<file path="config.mk">
export PLATFORM = sky130hd
export DESIGN_NAME = decimal_word_adder
export DESIGN_NICKNAME = d
export VERILOG_FILES = /design/src/rtl/decadd_pkg.sv /design/src/rtl/decadd_bias.sv /design/src/rtl/decadd_ripple.sv /design/src/rtl/decadd_adjust.sv /design/src/rtl/decadd_flags.sv /design/src/rtl/decimal_word_adder.sv
export SDC_FILE = /design/constraint.sdc
export NUM_CORES = 1
export LEC_CHECK = 0
export ABC_AREA = 0
export BUFFER_PORTS_ARGS = -buffer_cell sky130_fd_sc_hd__buf_2
export CAP_MARGIN = 20
export CORE_MARGIN = 3
export CORE_UTILIZATION = 30
export DETAILED_ROUTE_END_ITERATION = 12
export PLACE_DENSITY = 0.57
export SETUP_SLACK_MARGIN = 0.02
export SLEW_MARGIN = 15
export SYNTH_ARGS = -nofsm -noshare
export SYNTH_HDL_FRONTEND = slang
export SYNTH_HIERARCHICAL = 1
export SYNTH_SLANG_ARGS = --single-unit
</file>
<file path="constraint.sdc">
create_clock -name clk_i -period 0.8 [get_ports clk_i]
set_input_delay 0.04 -clock clk_i [delete_from_list [all_inputs] [get_ports clk_i]]
set_output_delay 0.04 -clock clk_i [all_outputs]
set_load 0.05 [all_outputs]
</file>
<file path="src/rtl/decadd_pkg.sv">
package decadd_pkg;

    localparam int DIGIT_W = 4;

    typedef enum logic {
        CODE_BCD = 1'b0,
        CODE_XS3 = 1'b1
    } code_e;

    localparam logic [DIGIT_W-1:0] BCD_BIAS   = 4'd6;
    localparam logic [DIGIT_W-1:0] XS3_OFFSET = 4'd3;
    localparam logic [DIGIT_W-1:0] SIGN_LIMIT = 4'd5;

    // Numeric value of one digit under the selected coding.
    function automatic logic [DIGIT_W-1:0] digit_value(
        input logic [DIGIT_W-1:0] code,
        input code_e              coding
    );
        return (coding == CODE_XS3) ? code - XS3_OFFSET : code;
    endfunction

    // Code a digit of value zero takes under the selected coding.
    function automatic logic [DIGIT_W-1:0] zero_code(input code_e coding);
        return (coding == CODE_XS3) ? XS3_OFFSET : '0;
    endfunction

endpackage

</file>
<file path="src/rtl/decadd_bias.sv">
module decadd_bias
    import decadd_pkg::*;
#(
    parameter int DIGITS = 8
) (
    input  code_e                      coding_i,
    input  logic [DIGITS*DIGIT_W-1:0]  word_i,
    output logic [DIGITS*DIGIT_W-1:0]  word_o
);

    // In BCD every digit is raised by six so that a nibble overflows
    // exactly when the decimal digit sum reaches ten.
    for (genvar g = 0; g < DIGITS; g++) begin : g_digit
        logic [DIGIT_W-1:0] dig_in;
        assign dig_in = word_i[g*DIGIT_W +: DIGIT_W];
        assign word_o[g*DIGIT_W +: DIGIT_W] =
            (coding_i == CODE_BCD) ? dig_in + BCD_BIAS : dig_in;
    end

endmodule

</file>
<file path="src/rtl/decadd_ripple.sv">
module decadd_ripple
    import decadd_pkg::*;
#(
    parameter int DIGITS = 8
) (
    input  logic [DIGITS*DIGIT_W-1:0]  x_i,
    input  logic [DIGITS*DIGIT_W-1:0]  y_i,
    output logic [DIGITS*DIGIT_W-1:0]  raw_o,
    output logic [DIGITS-1:0]          carry_o
);

    localparam int PART_W = DIGIT_W + 1;

    logic [DIGITS:0] chain;
    assign chain[0] = 1'b0;

    // Binary add, one nibble per stage, every nibble carry kept.
    for (genvar g = 0; g < DIGITS; g++) begin : g_nib
        logic [PART_W-1:0] part;
        assign part = {1'b0, x_i[g*DIGIT_W +: DIGIT_W]}
                    + {1'b0, y_i[g*DIGIT_W +: DIGIT_W]}
                    + {{DIGIT_W{1'b0}}, chain[g]};
        assign raw_o[g*DIGIT_W +: DIGIT_W] = part[DIGIT_W-1:0];
        assign chain[g+1]                  = part[DIGIT_W];
    end

    assign carry_o = chain[DIGITS:1];

endmodule

</file>
<file path="src/rtl/decadd_adjust.sv">
module decadd_adjust
    import decadd_pkg::*;
#(
    parameter int DIGITS = 8
) (
    input  code_e                      coding_i,
    input  logic [DIGITS*DIGIT_W-1:0]  raw_i,
    input  logic [DIGITS-1:0]          carry_i,
    output logic [DIGITS*DIGIT_W-1:0]  fixed_o
);

    // Each digit is repaired alone; the nibble arithmetic wraps,
    // so nothing crosses a digit boundary in this pass.
    for (genvar g = 0; g < DIGITS; g++) begin : g_fix
        logic [DIGIT_W-1:0] raw_dig;
        logic [DIGIT_W-1:0] fix_dig;
        assign raw_dig = raw_i[g*DIGIT_W +: DIGIT_W];

        always_comb begin
            unique case (coding_i)
                CODE_BCD: fix_dig = carry_i[g] ? raw_dig : raw_dig - BCD_BIAS;
                CODE_XS3: fix_dig = carry_i[g] ? raw_dig + XS3_OFFSET
                                               : raw_dig - XS3_OFFSET;
                default:  fix_dig = raw_dig;
            endcase
        end

        assign fixed_o[g*DIGIT_W +: DIGIT_W] = fix_dig;
    end

endmodule

</file>
<file path="src/rtl/decadd_flags.sv">
module decadd_flags
    import decadd_pkg::*;
#(
    parameter int DIGITS = 8
) (
    input  code_e                      coding_i,
    input  logic [DIGITS*DIGIT_W-1:0]  a_i,
    input  logic [DIGITS*DIGIT_W-1:0]  b_i,
    input  logic [DIGITS*DIGIT_W-1:0]  res_i,
    input  logic [DIGITS-1:0]          carry_i,
    output logic                       n_o,
    output logic                       z_o,
    output logic                       v_o,
    output logic                       c_o
);

    localparam int TOP = (DIGITS - 1) * DIGIT_W;

    logic sign_a, sign_b, sign_r;
    logic [DIGITS-1:0] dig_zero;

    assign sign_a = digit_value(a_i[TOP +: DIGIT_W], coding_i) >= SIGN_LIMIT;
    assign sign_b = digit_value(b_i[TOP +: DIGIT_W], coding_i) >= SIGN_LIMIT;
    assign sign_r = digit_value(res_i[TOP +: DIGIT_W], coding_i) >= SIGN_LIMIT;

    for (genvar g = 0; g < DIGITS; g++) begin : g_zero
        assign dig_zero[g] = res_i[g*DIGIT_W +: DIGIT_W] == zero_code(coding_i);
    end

    assign n_o = sign_r;
    assign z_o = &dig_zero;
    assign v_o = (sign_a == sign_b) && (sign_r != sign_a);
    assign c_o = carry_i[DIGITS-1];

endmodule

</file>
<file path="src/rtl/decimal_word_adder.sv">
module decimal_word_adder
    import decadd_pkg::*;
#(
    parameter int DIGITS = 8,
    localparam int W     = DIGITS * DIGIT_W
) (
    input  logic              clk_i,
    input  logic              rst_ni,
    input  logic              valid_i,
    input  logic              mode_i,
    input  logic [W-1:0]      a_i,
    input  logic [W-1:0]      b_i,
    output logic              valid_o,
    output logic [W-1:0]      sum_o,
    output logic [DIGITS-1:0] dcarry_o,
    output logic              flag_n_o,
    output logic              flag_z_o,
    output logic              flag_v_o,
    output logic              flag_c_o
);

    typedef struct packed {
        logic [W-1:0]      sum;
        logic [DIGITS-1:0] dcarry;
        logic              n;
        logic              z;
        logic              v;
        logic              c;
        logic              vld;
    } out_t;

    code_e             coding;
    logic [W-1:0]      b_biased;
    logic [W-1:0]      raw_sum;
    logic [DIGITS-1:0] dig_carry;
    logic [W-1:0]      fixed_sum;
    logic              f_n, f_z, f_v, f_c;
    out_t              st_d, st_q;

    assign coding = code_e'(mode_i);

    decadd_bias #(.DIGITS(DIGITS)) u_bias (
        .coding_i (coding),
        .word_i   (b_i),
        .word_o   (b_biased)
    );

    decadd_ripple #(.DIGITS(DIGITS)) u_ripple (
        .x_i     (a_i),
        .y_i     (b_biased),
        .raw_o   (raw_sum),
        .carry_o (dig_carry)
    );

    decadd_adjust #(.DIGITS(DIGITS)) u_adjust (
        .coding_i (coding),
        .raw_i    (raw_sum),
        .carry_i  (dig_carry),
        .fixed_o  (fixed_sum)
    );

    decadd_flags #(.DIGITS(DIGITS)) u_flags (
        .coding_i (coding),
        .a_i      (a_i),
        .b_i      (b_i),
        .res_i    (fixed_sum),
        .carry_i  (dig_carry),
        .n_o      (f_n),
        .z_o      (f_z),
        .v_o      (f_v),
        .c_o      (f_c)
    );

    always_comb begin
        st_d     = st_q;
        st_d.vld = valid_i;
        if (valid_i) begin
            st_d.sum    = fixed_sum;
            st_d.dcarry = dig_carry;
            st_d.n      = f_n;
            st_d.z      = f_z;
            st_d.v      = f_v;
            st_d.c      = f_c;
        end
    end

    always_ff @(posedge clk_i or negedge rst_ni) begin
        if (!rst_ni) begin
            st_q <= '0;
        end else begin
            st_q <= st_d;
        end
    end

    assign valid_o  = st_q.vld;
    assign sum_o    = st_q.sum;
    assign dcarry_o = st_q.dcarry;
    assign flag_n_o = st_q.n;
    assign flag_z_o = st_q.z;
    assign flag_v_o = st_q.v;
    assign flag_c_o = st_q.c;

    AST_STROBE_FOLLOWS: assert property (@(posedge clk_i) disable iff (!rst_ni)
        valid_i |=> valid_o);

    AST_STROBE_IDLE: assert property (@(posedge clk_i) disable iff (!rst_ni)
        !valid_i |=> !valid_o);

    AST_OUTPUT_FROZEN: assert property (@(posedge clk_i) disable iff (!rst_ni)
        !valid_i |=> ($stable(sum_o) && $stable(dcarry_o) && $stable(flag_n_o)
                      && $stable(flag_z_o) && $stable(flag_v_o) && $stable(flag_c_o)));

    AST_ZERO_OPERANDS: assert property (@(posedge clk_i) disable iff (!rst_ni)
        (valid_i && a_i == {DIGITS{zero_code(coding)}} && b_i == {DIGITS{zero_code(coding)}})
        |=> (flag_z_o && dcarry_o == '0 && !flag_c_o));

    AST_ZERO_NOT_NEG: assert property (@(posedge clk_i) disable iff (!rst_ni)
        (valid_o && flag_z_o) |-> !flag_n_o);

endmodule

</file>
==> results.yml, run 1 <==
power:
  swShare_pct: 43.6
  intPower_w: 0.0150
  power_frac_comb_pct: 75.2
  p_per_area_nw_per_um2: 3000
  switchingPower_w: 0.0116
  p_seq_share_pct: 15.3
  vdd_drop_max_mv: 1.82
  p_clk_share_pct: 9.5
  p_leak_nw: 4.30
floorplan:
  core_area_um2: 16600
  dieArea_um2: 18600
  fp-row-count: 47
  die_w_um: 136
  ios: 113
  die_h_um: 136
  start_util_pct: 30.7
route:
  routed_wl_um: 16000
  avgViaCountPerCell: 4.69
  drc_errors: 0
  final_antenna_net_count: 0
  dr_total_vias: 4734
  detail_route.wl_per_cell_um: 15.8
  drt_pre_antenna_iters: 4
  drt_iter0_markers: 167
worst_setup_path:
  worstPathRequired_ns: 1.05
  rrSetupSlack_ns: -0.03
  r2r_start: "sum_o[4]"
  slowest_stage: "fa_2"
  cp_slowest_stage_delay_ns: 0.37
  critPathKind: "input pin to flip-flop"
  endpoint_kind: "flip-flop"
  crit_end: "flag_z_o"
  crit_top_cell: "fa_2"
  startpoint_type: "input pin"
  critical_path.startpoint: "b_i[1]"
  reg2reg_to: "sum_o[4]"
  crit_fanout: 3
  worstPathArrival_ns: 10.49
  rr_worst_depth: 1
global_route:
  antenna_found_initial: 0
  grt_pass1_wl_um: 23800
  track_usage_pct: 16.0
  grt_overflow_total: 0
  grt_start_max_net_pins: 48
  grt_pass1_vias: 4921
timing:
  period_share_pct: 1280
  final_hold_viol_count: 0
  finalSetupViolCount: 89
  min_period_ns: 10.24
  fin_worst_skew_ns: 0
  tightest_slew_ns: 0.435
  finalMaxSlewViolations: 0
  relSlewSlack_pct: 71.0
  layout_setup_ws_ns: -9.44
  rsz0062_at_grt: "yes"
  clock.fmax_mhz: 97.6
synth:
  synth-xor-area-share_pct: 10.1
  ys_ff_latch: 45
  synth_top_area_share_pct: 22.1
  synth-compound-area-share_pct: 11.9
  synthAdderAreaFrac_pct: 23.7
  synth_warnings: 6
  synth_area_leaders: "dfrtp_1 (22%), ha_1 (15%), mux2_4 (12%), fa_1 (9.0%), xor2_1 (6.0%)"
  syn_nets: 637
  syn_area_per_cell_um2: 10.5
  synthMuxAreaShare_pct: 16.0
  yosysUniqueCellTypes: 41
  synth_area_um2: 5110
  seq_area_frac_synth_pct: 22.1
  synth_top_family_by_area: "adder cells"
  synth-simple-area-share_pct: 7.60
  synth_top_cell_by_area: "dfrtp_1"
  syn_inst: 486
placed_design:
  placed_area_um2: 7110
  dp_hpwl_um: 11600
  io_buffers: 112
  dp_slack_ns: -9.93
  gp_congestion: 0.806
  dp_cells: 934
cells_and_area:
  antenna_cells: 0
  area_delta_synth_final_pct: 73.1
  mostFrequentLayoutCells: "buf_4 (165), buf_6 (71), buf_2 (62)"
  final_util_pct: 53.1
  drive_gt1_share_pct: 61.8
  instances_no_fill: 1010
  final_common_cell: "buf_4"
  final_nets: 940
  stdcell_area_um2: 8840
clock_network:
  clkTransAtPathRegs_ns: 0.07
  cts_buffers: 5
  htreeDepth: 2
  numClockSinks: 45
  ctsRootBufferMaster: "clkbuf_16"
  cts_max_path_buffers: 2
  clk_latency_ns: 0.30
  cts_tree: "yes"
outcome:
  status: "finished, violations left"
  failed_checks: "negative setup slack"
min_path:
  hp-class: "input pin to asynchronous set/reset pin"
run:
  cap_viol_max_count: 0
[metal layers]
metal | wire (um) | vias up | global-route usage, %
li1 | - | 2305 | -
met5 | 0 | - | 0
met3 | 551 | 19 | 1.96
met2 | 8200 | 91 | 28.9
met1 | 6910 | 2319 | 20.1
met4 | 331 | 0 | 3.98
[synthesized netlist by cell type (all sizes together)]
| library cell | instances |
|---|---|
| nor2 | 10 |
| a31oi | 8 |
| or4 | 2 |
| a2bb2oi | 1 |
| inv | 57 |
| dlymetal6s2s | 1 |
| a2111oi | 8 |
| xnor2 | 24 |
| nand2b | 1 |
| nand2 | 20 |
| a21o | 28 |
| nand4 | 14 |
| fa | 23 |
| o221ai | 1 |
| nor2b | 1 |
| o22ai | 1 |
| a21oi | 10 |
| ha | 60 |
| a211oi | 2 |
| mux2i | 17 |
| a22oi | 2 |
| buf | 22 |
| o21ai | 22 |
| mux2 | 44 |
| dfrtp | 45 |
| o22a | 1 |
| xor2 | 35 |
| nand3b | 9 |
| nor3 | 8 |
| nor4 | 8 |
| a221oi | 1 |
[through the flow]
step	total power, W	setup TNS [ns]	hold WS (ns)
finish	0.0266	-234.79	0.214
global route	0.0281	-244.62	0.236
floorplan	0.0137	-228.70	-0.256
CTS	0.0247	-235.41	0.231
detailed placement	0.0191	-249.09	0.00221
global placement	0.0186	-244.07	0.000221
[worst max-delay path: cells and delay by family]
kind / cells / cell delay (ns)
xor gates and xnor gates: 2 / 0.23
adders and majority gates: 16 / 5.24
buffers and inverters: 5 / 0.50
AOI/OAI and AO/OA: 18 / 3.56
and+or+nand+nor: 5 / 0.77
muxes: 1 / 0.14
[final cells by class]
| class | count | area, um^2 |
|---|---|---|
| clock buffers | 6 | 139 |
| clock inverters | 2 | 37.5 |
| fillers | 1441 | 7800 |
| inverters | 57 | 254 |
| multi-input cells | 361 | 4250 |
| flip-flops and latches | 45 | 1130 |
| well taps | 220 | 275 |
| repair buffers | 319 | 2760 |
[worst min path at each step]
stage	end	slack [ns]	depth (start not counted)
after floorplan	dcarry_o[0]	-0.26	0
after global placement	sum_o[21]	0.0002	1
after detailed placement	sum_o[21]	0.002	1
after CTS	sum_o[1]	0.23	2
after global routing	sum_o[17]	0.24	2
final	sum_o[17]	0.21	2
[power by group through the flow]
stage,logic (W),registers [W],clock network [W]
after floorplan,0.00682,0.00692,0
after global placement,0.0148,0.00384,0
after detailed placement,0.0152,0.00386,0
after CTS,0.0180,0.00406,0.00255
after global routing,0.0213,0.00417,0.00268
final,0.0200,0.00406,0.00252
[repair_timing]
| action | 4_1_cts | 5_1_grt |
|---|---|---|
| endpoints found under the hold margin | 12 | 0 |
| pin swaps | 21 | 30 |
| gates cloned | 0 | 4 |
| setup endpoints to repair | 89 | 89 |
| gates resized for setup | 161 | 77 |
| setup buffers | 30 | 42 |
| hold buffers | 2 | 0 |
[registers in the layout (all words and copies together), names as in the netlist]
register / flops
sum_o: 32
flag_c_o: 1
flag_n_o: 1
valid_o: 1
flag_z_o: 1
flag_v_o: 1
dcarry_o: 8
[cell families (layout without fill, tap and decap cells)]
kind of cell | after synthesis | in the layout
adder cells (fa/ha/maj) | 83 | 83
XOR/XNOR | 59 | 59
flip-flops | 45 | 45
AO/OA/AOI/OAI | 85 | 85
buffers and inverters | 80 | 384
AND/OR/NAND/NOR | 73 | 73
multiplexers | 61 | 61
Note: power is estimated with default switching activity, not from simulation.
==> run 2: changes to the inputs <==
Clock period 0.8 ns to 9.6 ns, I/O delays scaled along.
==> run 2 against run 1 <==
Setup slack better by 8.5 ns. Core utilization shrank 13 points. Sequential share of layout area is 4.3 points higher. Total power fell by 94%. Final area fell by 25%. Count of clock-buffer cells in the layout is 1 higher. The flow still finishes with violations (negative setup slack). Clock skew stayed put. Sequential power decreased by 92%. Non-clock buffer count shrank 150. Highest routed layer unchanged.
==> results.yml, run 2 (synthesis gave the netlist of run 1 again) <==
outcome:
  status: "finished, violations left"
  failed_checks: "negative setup slack"
floorplan:
  start_util_pct: 30.7
  die_w_um: 136
  ios: 113
  dieArea_um2: 18600
  fp-row-count: 47
  die_h_um: 136
  core_area_um2: 16600
timing:
  rsz0062_at_grt: "yes"
  finalSetupViolCount: 6
  relSlewSlack_pct: 44.1
  period_share_pct: 110
  finalMaxSlewViolations: 0
  fin_setup_tns_ns: -3.95
  clock.fmax_mhz: 94.5
  layout_setup_ws_ns: -0.986
  fin_worst_skew_ns: 0
  final_hold_viol_count: 0
  whs_ns: 0.204
  tightest_slew_ns: 0.839
  min_period_ns: 10.59
worst_setup_path:
  crit_top_cell: "fa_2"
  critPathKind: "input pin to flip-flop"
  reg2reg_to: "dcarry_o[4]"
  slowest_stage: "fa_2"
  crit_family: "adder cells"
  crit_fanout: 4
  rrSetupSlack_ns: 8.79
  r2r_start: "dcarry_o[4]"
  rr_worst_depth: 1
  worstPathArrival_ns: 10.76
  worstPathRequired_ns: 9.77
  endpoint_kind: "flip-flop"
  startpoint_type: "input pin"
  cp_slowest_stage_delay_ns: 0.39
  path_buf_inv: 4
run:
  cap_viol_max_count: 0
cells_and_area:
  fill_cells: 1624
  final_common_cell: "buf_2"
  drive_gt1_share_pct: 43.1
  mostFrequentLayoutCells: "buf_2 (108), buf_4 (58), ha_1 (54)"
  final_util_pct: 39.6
  final_nets: 790
  area_delta_synth_final_pct: 29.2
  largest_reg_flops: 32
  antenna_cells: 0
power:
  p_per_area_nw_per_um2: 253
  power_w: 0.00167
  p_leak_nw: 3.34
  vdd_drop_max_mv: 0.138
placed_design:
  dp_slack_ns: -1.56
  gp_congestion: 0.842
  io_buffers: 112
  dp_hpwl_um: 10700
clock_network:
  htreeDepth: 2
  cts_max_path_buffers: 2
  clkTransAtPathRegs_ns: 0.06
  cts_tree: "yes"
  cts_buffers: 5
  ctsRootBufferMaster: "clkbuf_16"
  numClockSinks: 45
  clk_latency_ns: 0.29
route:
  drt_iter0_markers: 208
  detail_route.wl_per_cell_um: 15.3
  drc_errors: 0
  avgViaCountPerCell: 4.73
  drt_pre_antenna_iters: 4
  final_antenna_net_count: 0
  routed_wl_um: 13200
  dr_total_vias: 4065
global_route:
  grt_pass1_vias: 4146
  grt_start_max_net_pins: 47
  grt_overflow_total: 0
  grt_pass1_wl_um: 21100
  track_usage_pct: 14.3
  antenna_found_initial: 0
min_path:
  hp-class: "input pin to asynchronous set/reset pin"
## run 2: worst max path at each step
| stage | end | cells past startpoint | from | slack (ns) |
|---|---|---|---|---|
| 6_report | flag_v_o | 47 | b_i[2] | -0.99 |
| 5_1_grt | flag_v_o | 47 | b_i[1] | -1.40 |
| 4_1_cts | flag_v_o | 46 | b_i[1] | -1.01 |
| 3_5_place_dp | flag_z_o | 48 | b_i[1] | -1.56 |
| 3_3_place_gp | flag_v_o | 47 | b_i[1] | -1.40 |
| 2_1_floorplan | flag_v_o | 47 | b_i[2] | -1.27 |
## run 2: cell type report
| type | count | area (um^2) | area share (%) |
|---|---|---|---|
| Clock buffer | 7 | 143 | 2.16 |
| Clock inverter | 1 | 30.0 | 0.455 |
| Inverter | 57 | 229 | 3.47 |
| Multi-Input combinational cell | 361 | 3770 | 57.2 |
| Sequential cell | 45 | 1130 | 17.1 |
| Tap cell | 220 | 275 | 4.17 |
| Timing Repair Buffer | 169 | 1020 | 15.5 |
## run 2: repair_timing
action                     in CTS  in global routing
gates cloned                    0                  0
pin swaps                       3                  1
resized for setup              10                 10
hold endpoints to repair        0                  0
buffers inserted                6                  7
hold buffers                    0                  0
setup endpoints to repair       7                  8
## run 2: routing by layer
| layer | up-vias | track usage, % | part of all wire, % |
|---|---|---|---|
| met3 | 16 | 2.26 | 5.2 |
| met5 | - | 0 | 0 |
| met2 | 105 | 24.9 | 49 |
| met4 | 0 | 3.92 | 1.7 |
| met1 | 1928 | 18.4 | 44 |
| li1 | 2016 | - | - |
## run 2: where the power goes
part	switching, W	leakage [nW]	internal (W)
combinational	0.000675	2.72	0.000472
clock	0.0000766	0.0841	0.000130
sequential	0.0000494	0.536	0.000267
total	0.000801	3.34	0.000869
## run 2: stage by stage
| step | instances | instance area (um^2) |
|---|---|---|
| 2_1_floorplan | 486 | 5270 |
| 3_3_place_gp | 839 | 6220 |
| 3_5_place_dp | 839 | 6220 |
| 4_1_cts | 853 | 6490 |
| 5_1_grt | 860 | 6600 |
| 6_report | 860 | 6600 |
==> run 3: changes to the inputs <==
Settings changed: ABC_AREA 0 to 1.
==> run 3 against run 2 <==
The run now ends clean. Critical path type unchanged. Final area increased by 3.9%. Die area grew 10%. Sequential share of layout area down 0.64 points. Synthesized area rose by 11%. Synthesized cell count grew 66%. Setup slack improved by 1.2 ns. Highest routed layer unchanged.
==> results.yml, run 3 <==
worst_setup_path:
  slowest_stage: "fa_2"
  crit_top_cell: "fa_2"
  worstPathRequired_ns: 9.82
  critPathKind: "input pin to flip-flop"
  cp_slowest_stage_delay_ns: 0.36
  endpoint_kind: "flip-flop"
  worstPathArrival_ns: 9.60
  startpoint_type: "input pin"
  rr_worst_depth: 2
  crit_fanout: 3
clock_network:
  ctsRootBufferMaster: "clkbuf_16"
  numClockSinks: 45
  cts_max_path_buffers: 2
  clkTransAtPathRegs_ns: 0.06
  holdBufCountCts: 0
  htreeDepth: 2
  clk_latency_ns: 0.28
  cts_tree: "yes"
  cts_buffers: 5
floorplan:
  die_w_um: 143
  ios: 113
  fp-row-count: 49
  dieArea_um2: 20500
  start_util_pct: 31.0
  core_area_um2: 18300
  die_h_um: 143
timing:
  clock.fmax_mhz: 107
  rsz0062_at_grt: "yes"
  layout_setup_ws_ns: 0.223
  finalMaxSlewViolations: 0
  tightest_slew_ns: 0.971
  finalSetupViolCount: 0
  fin_worst_skew_ns: 0
  final_hold_viol_count: 0
  period_share_pct: 97.7
  min_period_ns: 9.38
  fin_setup_tns_ns: 0
  relSlewSlack_pct: 35.3
route:
  drt_iter0_markers: 223
  avgViaCountPerCell: 4.36
  final_antenna_net_count: 0
  drc_errors: 0
  detail_route.wl_per_cell_um: 12.1
  routed_wl_um: 14100
  dr_total_vias: 5083
  drt_pre_antenna_iters: 4
global_route:
  grt_start_max_net_pins: 72
  grt_pass1_vias: 4723
  grt_pass1_wl_um: 23400
  track_usage_pct: 13.8
  grt_overflow_total: 0
  antenna_found_initial: 0
cells_and_area:
  area_delta_synth_final_pct: 21.1
  fill_cells: 1996
  final_common_cell: "nand2_1"
  largest_reg_flops: 32
  final_nets: 1087
  antenna_cells: 0
  mostFrequentLayoutCells: "nand2_1 (275), buf_2 (109), inv_1 (99)"
  drive_gt1_share_pct: 25.6
power:
  power_w: 0.00144
  p_per_area_nw_per_um2: 209
  p_leak_nw: 3.89
  vdd_drop_max_mv: 0.0739
outcome:
  status: "completed"
synth:
  yosysUniqueCellTypes: 36
  syn_nets: 957
  syn_area_per_cell_um2: 7.02
  syn_inst: 806
  synth_area_leaders: "dfrtp_1 (20%), nand2_1 (18%), ha_1 (13%), fa_1 (8.1%), inv_1 (6.9%)"
  synth_top_area_share_pct: 19.9
  synth-edff-count: 0
  synth_warnings: 6
  synth_top_cell_by_area: "dfrtp_1"
  seq_area_frac_synth_pct: 19.9
  synth_ff_type: "dfrtp_1"
  async_flop_share_pct: 100
  ys_ff_latch: 45
  synth_area_um2: 5660
  ys_top_cells_by_count: "nand2_1 (276), inv_1 (104), nor2_1 (81)"
  yosysMostFrequentCell: "nand2_1"
placed_design:
  gp_congestion: 0.802
  dp_hpwl_um: 11600
  io_buffers: 112
  dp_slack_ns: -0.227
run:
  cap_viol_max_count: 0
min_path:
  hp-class: "input pin to asynchronous set/reset pin"
[run 3: logic make-up (layout without fill, tap and decap cells)]
| group | after synthesis | in the layout | synth area share (%) |
|---|---|---|---|
| simple gates | 439 | 439 | 32.7 |
| flops | 45 | 45 | 19.9 |
| buf+inv | 138 | 269 | 13.0 |
| xor+xnor | 32 | 32 | 4.96 |
| fa+ha+maj | 83 | 83 | 21.4 |
| compound gates | 61 | 61 | 6.68 |
| mux | 8 | 8 | 1.42 |
[run 3: cell type report]
| type | count | area [um^2] | area share [%] |
|---|---|---|---|
| clock buffer | 7 | 143 | 2.08 |
| timing repair buffer | 151 | 892 | 13.0 |
| inverter | 110 | 425 | 6.21 |
| clock inverter | 1 | 30.0 | 0.438 |
| multi-input combinational | 623 | 3950 | 57.6 |
| sequential | 45 | 1130 | 16.4 |
| tap | 229 | 287 | 4.18 |
[run 3: what timing repair did]
action	in CTS	in global routing
resized for setup	0	19
setup buffers	0	10
endpoints found under the setup margin	0	3
[run 3: per-stage QoR]
step,hold slack [ns],cells,util (%),cell area [um^2]
2_1_floorplan,0.184,806,-,5740
3_3_place_gp,0.451,1147,35.6,6500
3_5_place_dp,0.455,1147,35.6,6500
4_1_cts,0.420,1155,36.5,6670
5_1_grt,0.0980,1166,37.5,6850
6_report,0.0758,1166,37.5,6850
[run 3: where the power goes]
group	internal [W]	switching [W]	total [W]	leakage, nW
clock	0.000130	0.0000700	0.000200	0.0841
combinational	0.000331	0.000626	0.000957	3.25
sequential	0.000247	0.0000314	0.000278	0.554
total	0.000708	0.000727	0.00144	3.89
[run 3: path summary, 6_finish.rpt]
path / start / end / slack [ns]
worst max-delay path: b_i[1] / flag_z_o / 0.22
worst min-delay path: rst_ni / sum_o[1] / 0.08
worst max register to register: dcarry_o[4] / dcarry_o[4] / 8.95
worst min register to register: sum_o[9] / sum_o[9] / 0.46
max in group asynchronous: rst_ni / sum_o[27] / 9.04
min in group clk_i: sum_o[9] / sum_o[9] / 0.46
[run 3: worst max-delay path: cells and delay by family]
| family | cells | cell delay (ns) |
|---|---|---|
| compound gates | 15 | 1.79 |
| fa+ha+maj | 17 | 5.38 |
| buf+inv | 7 | 0.52 |
| simple gates | 14 | 1.41 |
[run 3: per-layer routing]
metal  part of all wire, %  vias to the layer above  track usage [%]
met5                     0                        -                0
met1                    52                     2210             21.1
met4                  0.88                        0             2.82
li1                      -                     2764                -
met3                   5.0                        7             1.56
met2                    42                      102             21.0
